==> src/rtl/flash_cmd_pkg.sv <==
package flash_cmd_pkg;

  typedef enum logic [3:0] {
    CMD_NONE       = 4'd0,
    CMD_PROGRAM    = 4'd1,
    CMD_SECT_ERASE = 4'd2,
    CMD_CHIP_ERASE = 4'd3,
    CMD_LOCKOUT    = 4'd4,
    CMD_ID_ENTER   = 4'd5,
    CMD_ID_EXIT    = 4'd6,
    CMD_SUSPEND    = 4'd7,
    CMD_RESUME     = 4'd8
  } cmd_e;

  typedef enum logic [2:0] {
    SQ_IDLE,
    SQ_PAIR1,
    SQ_PAIR2,
    SQ_PGM,
    SQ_SETUP,
    SQ_PAIR3,
    SQ_PAIR4
  } seq_e;

  localparam logic [7:0] CODE_KEY_A    = 8'hAA;
  localparam logic [7:0] CODE_KEY_B    = 8'h55;
  localparam logic [7:0] CODE_PROGRAM  = 8'hA0;
  localparam logic [7:0] CODE_SETUP    = 8'h80;
  localparam logic [7:0] CODE_ID_ENTER = 8'h90;
  localparam logic [7:0] CODE_EXIT     = 8'hF0;
  localparam logic [7:0] CODE_SECTOR   = 8'h30;
  localparam logic [7:0] CODE_CHIP     = 8'h10;
  localparam logic [7:0] CODE_LOCK     = 8'h40;
  localparam logic [7:0] CODE_SUSPEND  = 8'hB0;

  typedef struct packed {
    logic       key_a;
    logic       key_b;
    logic       at_cmd;
    logic [7:0] code;
  } cyc_t;

endpackage

==> src/rtl/flash_cmd_match.sv <==
module flash_cmd_match
  import flash_cmd_pkg::*;
#(
  parameter int unsigned AW = 16,
  parameter logic [AW-1:0] ADDR_CMD = 16'h5555,
  parameter logic [AW-1:0] ADDR_ALT = 16'h2AAA
) (
  input  logic [AW-1:0] addr,
  input  logic [7:0]    code,
  output cyc_t          cyc
);

  logic hit_cmd;
  logic hit_alt;

  assign hit_cmd = (addr == ADDR_CMD);
  assign hit_alt = (addr == ADDR_ALT);

  always_comb begin
    cyc.at_cmd = hit_cmd;
    cyc.key_a  = hit_cmd && (code == CODE_KEY_A);
    cyc.key_b  = hit_alt && (code == CODE_KEY_B);
    cyc.code   = code;
  end

endmodule

==> src/rtl/flash_cmd_seq.sv <==
module flash_cmd_seq
  import flash_cmd_pkg::*;
(
  input  logic clk,
  input  logic rst_n,
  input  logic fire,
  input  cyc_t cyc,
  output cmd_e hit_kind,
  output logic bypass
);

  seq_e st_q, st_d;
  logic byp_set;

  always_comb begin
    st_d     = st_q;
    hit_kind = CMD_NONE;
    byp_set  = 1'b0;
    if (fire) begin
      if (bypass) begin
        hit_kind = CMD_PROGRAM;
        st_d     = SQ_IDLE;
      end else begin
        st_d = SQ_IDLE;
        case (st_q)
          SQ_IDLE: begin
            if (cyc.key_a)                   st_d = SQ_PAIR1;
            else if (cyc.code == CODE_SUSPEND) hit_kind = CMD_SUSPEND;
            else if (cyc.code == CODE_EXIT)    hit_kind = CMD_ID_EXIT;
            else if (cyc.code == CODE_SECTOR)  hit_kind = CMD_RESUME;
          end
          SQ_PAIR1: if (cyc.key_b) st_d = SQ_PAIR2;
          SQ_PAIR2: begin
            if (cyc.at_cmd) begin
              case (cyc.code)
                CODE_PROGRAM:  st_d = SQ_PGM;
                CODE_SETUP:    st_d = SQ_SETUP;
                CODE_ID_ENTER: hit_kind = CMD_ID_ENTER;
                CODE_EXIT:     hit_kind = CMD_ID_EXIT;
                default:       st_d = SQ_IDLE;
              endcase
            end
          end
          SQ_PGM:   hit_kind = CMD_PROGRAM;
          SQ_SETUP: if (cyc.key_a) st_d = SQ_PAIR3;
          SQ_PAIR3: if (cyc.key_b) st_d = SQ_PAIR4;
          SQ_PAIR4: begin
            if (cyc.code == CODE_SECTOR)                 hit_kind = CMD_SECT_ERASE;
            else if (cyc.code == CODE_LOCK)              hit_kind = CMD_LOCKOUT;
            else if (cyc.at_cmd && cyc.code == CODE_CHIP) hit_kind = CMD_CHIP_ERASE;
            else if (cyc.at_cmd && cyc.code == CODE_PROGRAM) byp_set = 1'b1;
          end
          default: st_d = SQ_IDLE;
        endcase
      end
    end
  end

  always_ff @(posedge clk or negedge rst_n) begin
    if (!rst_n) begin
      st_q   <= SQ_IDLE;
      bypass <= 1'b0;
    end else begin
      st_q <= st_d;
      if (byp_set) bypass <= 1'b1;
    end
  end

endmodule

==> src/rtl/flash_cmd_out.sv <==
module flash_cmd_out
  import flash_cmd_pkg::*;
#(
  parameter int unsigned AW = 16,
  parameter int unsigned DW = 8
) (
  input  logic          clk,
  input  logic          rst_n,
  input  cmd_e          hit_kind,
  input  logic [AW-1:0] addr,
  input  logic [DW-1:0] data,
  output logic          cmd_valid,
  output logic [3:0]    cmd_kind,
  output logic [AW-1:0] cmd_addr,
  output logic [DW-1:0] cmd_data,
  output logic          id_mode
);

  logic hit;
  assign hit = (hit_kind != CMD_NONE);

  always_ff @(posedge clk or negedge rst_n) begin
    if (!rst_n) begin
      cmd_valid <= 1'b0;
      cmd_kind  <= CMD_NONE;
      cmd_addr  <= '0;
      cmd_data  <= '0;
      id_mode   <= 1'b0;
    end else begin
      cmd_valid <= hit;
      cmd_kind  <= hit_kind;
      if (hit) begin
        cmd_addr <= addr;
        cmd_data <= data;
      end
      if (hit_kind == CMD_ID_ENTER)     id_mode <= 1'b1;
      else if (hit_kind == CMD_ID_EXIT) id_mode <= 1'b0;
    end
  end

endmodule

==> src/rtl/flash_cmd_decoder.sv <==
module flash_cmd_decoder
  import flash_cmd_pkg::*;
#(
  parameter int unsigned AW = 16,
  parameter int unsigned DW = 8,
  parameter logic [AW-1:0] ADDR_CMD = 16'h5555,
  parameter logic [AW-1:0] ADDR_ALT = 16'h2AAA
) (
  input  logic          clk,
  input  logic          rst_n,
  input  logic          wr_valid,
  input  logic [AW-1:0] wr_addr,
  input  logic [DW-1:0] wr_data,
  input  logic          busy,
  output logic          cmd_valid,
  output logic [3:0]    cmd_kind,
  output logic [AW-1:0] cmd_addr,
  output logic [DW-1:0] cmd_data,
  output logic          id_mode,
  output logic          bypass_mode
);

  cyc_t cyc;
  cmd_e hit_kind;
  logic fire;

  assign fire = wr_valid && !busy;

  flash_cmd_match #(.AW(AW), .ADDR_CMD(ADDR_CMD), .ADDR_ALT(ADDR_ALT)) u_match (
    .addr (wr_addr),
    .code (wr_data[7:0]),
    .cyc  (cyc)
  );

  flash_cmd_seq u_seq (
    .clk      (clk),
    .rst_n    (rst_n),
    .fire     (fire),
    .cyc      (cyc),
    .hit_kind (hit_kind),
    .bypass   (bypass_mode)
  );

  flash_cmd_out #(.AW(AW), .DW(DW)) u_out (
    .clk       (clk),
    .rst_n     (rst_n),
    .hit_kind  (hit_kind),
    .addr      (wr_addr),
    .data      (wr_data),
    .cmd_valid (cmd_valid),
    .cmd_kind  (cmd_kind),
    .cmd_addr  (cmd_addr),
    .cmd_data  (cmd_data),
    .id_mode   (id_mode)
  );

endmodule

==> config.mk <==
export PLATFORM = sky130hd
export DESIGN_NAME = flash_cmd_decoder
export DESIGN_NICKNAME = d
export VERILOG_FILES = /design/src/rtl/flash_cmd_pkg.sv /design/src/rtl/flash_cmd_match.sv /design/src/rtl/flash_cmd_seq.sv /design/src/rtl/flash_cmd_out.sv /design/src/rtl/flash_cmd_decoder.sv
export SDC_FILE = /design/constraint.sdc
export NUM_CORES = 1
export LEC_CHECK = 0
export ABC_AREA = 1
export BUFFER_PORTS_ARGS = -buffer_cell sky130_fd_sc_hd__buf_4
export CAP_MARGIN = 20
export CORE_MARGIN = 1.5
export CORE_UTILIZATION = 45
export DETAILED_ROUTE_END_ITERATION = 8
export PLACE_DENSITY = 0.74
export SYNTH_ARGS = -nofsm -noshare
export SYNTH_HDL_FRONTEND = slang
export SYNTH_HIERARCHICAL = 1
export SYNTH_SLANG_ARGS = --single-unit
==> constraint.sdc <==
create_clock -name clk -period 1.79 [get_ports clk]
set_input_delay 0.179 -clock clk [delete_from_list [all_inputs] [get_ports clk]]
set_output_delay 0.179 -clock clk [all_outputs]
set_load 0.02 [all_outputs]
==> run_results.csv <==
group,metric,value,unit
outcome,outcome,"finished with violations",
outcome,violations,"setup timing",
detailed_routing,via_per_inst,4.90,
detailed_routing,drt-total-wl,5680,um
cells_and_area,fillers,314,
synthesis,synthTopCellsByCount,"nand2_1 (104), dfrtp_1 (34), nand3_1 (31)",
sta,max_slew_margin,71.1,%
synthesis,syn_nets,301,
die,pin_count,59,
sta,fmax,0.557,GHz
hold_path,holdPathEnd,"u_out/cmd_addr[8]$_DFFE_PN0P_",
pwr,worst_ir_drop_vdd,628,uV
synthesis,ys_ff_latch,34,
global_route,grt_usage,24.9,%
sta,setup_slack,-0.00599,ns
synthesis,synth.most_common_cell,"nand2_1",
die,rows,23,
critical_path,r2r_end,"u_out/cmd_data[4]$_DFFE_PN0P_",
clocking,clockBufferDepth,2,
die,dieArea,4700,um2
clocking,cts.sinks,34,
detailed_routing,wl_per_cell,13.5,um
critical_path,critPathLaunchType,"register",
synthesis,synth_top_cell_area_share,44.0,%
critical_path,reg2reg_depth,10,
critical_path,cp.required,1.97,ns
critical_path,crit_path_max_incr_delay,0.44,ns
critical_path,crit_slowest_cell,"dfrtp_2",
sta,finalHoldViolCount,0,
clocking,cts_tree,"yes",
sta,fin_skew,0.00496,ns
synthesis,syn_inst,273,
synthesis,syn_area,1930,um2
sta,hold_ws,0.190,ns
placement,dp_hpwl,3690,um
pwr,power.density,711,nW/um2
sta,worst_pin_slew,0.434,ns
sta,drv_slew,0,
critical_path,critPathMaxFanout,12,
critical_path,crit_chain,"buf_12 -> nor3_4 -> nand2_1 -> nor2_2 -> nor2_2 -> a21oi_2 -> nor2_4 -> buf_12 -> nand3_1 -> nand2_1",
clocking,cts.htree.levels,2,
global_route,grt_antenna_before_repair,0,
critical_path,arrival,1.98,ns
cells_and_area,diodes,0,
detailed_routing,antenna_left,0,
detailed_routing,dr.pass1.iters,4,
hold_path,min_path_type,"in -> reg",
detailed_routing,first_iter_violations,171,
global_route,grt_max_degree,35,
clocking,root_buffer,"clkbuf_8",
die,core,4060,um2
hold_path,hp-start,"wr_addr[8]",
clocking,clk_pin_slew,0.07,ns
hold_path,hold_depth,4,
global_route,gr-total-overflow,0,
die,start_util,47.7,%
synthesis,synth_cell_types,18,
critical_path,crit_path_end_kind,"register",
placement,io_buffers,58,
clocking,insertion_delay,0.29,ns
sta,final.setup.tns,-0.0190,ns
placement,gp_routability_congestion,0.917,
synthesis,synthTopCellsByArea,"dfrtp_1 (44%), nand2_1 (20%), nand3_1 (8.0%)",
critical_path,worstSetupPathType,"reg -> reg",
sta,fin_crit,1.80,ns
critical_path,crit_family,"simple AND/OR/NAND/NOR gates",
flow_run,drv_cap,0,
sta,setup_viol,6,
critical_path,reg2reg_from,"u_seq/st_q[0]$_DFFE_PN0P_",
cells_and_area,drive_above_1_share,37.3,%
global_route,grt_pass1_vias,1891,
sta,finalCritPeriodShare,100,%
clocking,cts_buffers,5,
synthesis,synth_ff_type,"dfrtp_1",
synthesis,yosys_warnings,6,
synthesis,avgSynthCellArea,7.09,um2
critical_path,cp_num_buf_inv,2,
global_route,grt_pass1_wl,8450,um
synthesis,async_flop_share,100,%
cells_and_area,final_nets,397,
die,die_w,68.6,um
synthesis,ys_seq_area_share,44.0,%
cells_and_area,syn2layout_area_growth,50.2,%
critical_path,rrSetupSlack,-0.006,ns
die,fp.dieH,68.6,um
synthesis,synth-edff-count,0,
synthesis,yosysTopAreaCell,"dfrtp_1",
detailed_routing,detailroute.via_count,2056,
sta,rsz0062_at_grt,"true",
pwr,static-leakage-power,1.61,nW
detailed_routing,drc,0,
[through the flow]
stage	utilization, %	setup slack (ns)	instances	cell area [um2]	total power, mW
6_report	71.6	-0.00599	420	2910	2.07
2_1_floorplan	-	0.0516	273	1930	1.11
4_1_cts	68.5	0.0250	414	2780	2.07
5_1_grt	71.6	-0.109	420	2910	2.16
3_5_place_dp	64.6	-0.274	404	2620	1.37
3_3_place_gp	64.6	-0.234	404	2620	1.36
[kinds of logic (layout without fill, tap and decap cells)]
kind of cell | Yosys count | in the layout | share of synthesized area [%]
and+or+nand+nor | 188 | 189 | 42.3
DFF | 34 | 34 | 44.0
AOI/OAI and AO/OA | 6 | 6 | 1.68
buffers and inverters | 45 | 141 | 12.0
[tightest hold or removal path, delay by kind of cell]
| kind | cells | cell delay, ns |
|---|---|---|
| and+or+nand+nor | 2 | 0.10 |
| buffers and inverters | 2 | 0.17 |
[power by group]
group          leakage (nW)  switching, mW  internal (mW)
sequential            0.426         0.0422          0.839
clock                0.0524          0.276          0.416
combinational          1.13          0.264          0.229
total                  1.61          0.582           1.48
[timing repair]
action / 4_1_cts / 5_1_grt
gates resized for setup: 5 / 15
cloned: 0 / 3
buffers inserted: 1 / 3
hold endpoints to repair: 34 / 0
pin swaps: 1 / 3
endpoints found under the setup margin: 26 / 25
hold buffers: 1 / 0
[sequential cells by signal, summed over array words and instances, names as in the netlist]
name             count
u_out/cmd_valid      1
u_out/cmd_addr      16
u_out/cmd_data       8
u_out/cmd_kind       4
u_out/id_mode        1
u_seq/st_q           3
u_seq/bypass         1
[cells in the final DEF (no fill, tap or decap), drive strengths merged]
master / count
nor2: 36
clkbuf: 8
o21ai: 2
nand4: 3
a21boi: 1
bufinv: 1
a21oi: 3
nand2: 107
dfrtp: 34
nand3: 31
dlygate4sd3: 1
inv: 30
buf: 101
nor3: 12
[area by class of cell]
| type | count | area [um2] | share of cell area [%] |
|---|---|---|---|
| timing repair buffer | 103 | 835 | 28.7 |
| inverter | 30 | 113 | 3.88 |
| multi-input combinational | 195 | 936 | 32.2 |
| sequential | 34 | 853 | 29.4 |
| clock buffer | 7 | 76.3 | 2.63 |
| clock inverter | 1 | 30.0 | 1.03 |
| tap | 50 | 62.6 | 2.15 |
[layer usage]
metal	routed length [um]	vias to the layer above	part of all wire (%)	track usage, %
met5	0	-	0	0
met4	102	0	1.8	11.0
met3	348	9	6.1	6.01
met2	2890	69	51	42.1
met1	2340	943	41	30.1
li1	-	1035	-	-
[worst max-delay path by stage]
stage / from / end / slack, ns / cells past startpoint
after global routing: u_seq/st_q[1]$_DFFE_PN0P_ / u_out/cmd_data[2]$_DFFE_PN0P_ / -0.11 / 11
after detailed placement: wr_addr[7] / u_out/cmd_addr[0]$_DFFE_PN0P_ / -0.27 / 16
after floorplan: wr_addr[15] / u_out/cmd_addr[0]$_DFFE_PN0P_ / 0.05 / 16
after global placement: wr_addr[7] / u_out/cmd_addr[1]$_DFFE_PN0P_ / -0.23 / 16
final: u_seq/st_q[0]$_DFFE_PN0P_ / u_out/cmd_data[4]$_DFFE_PN0P_ / -0.006 / 10
after CTS: u_seq/st_q[0]$_DFFE_PN0P_ / u_out/cmd_addr[0]$_DFFE_PN0P_ / 0.03 / 12
Power figures use the tool's default switching activity.
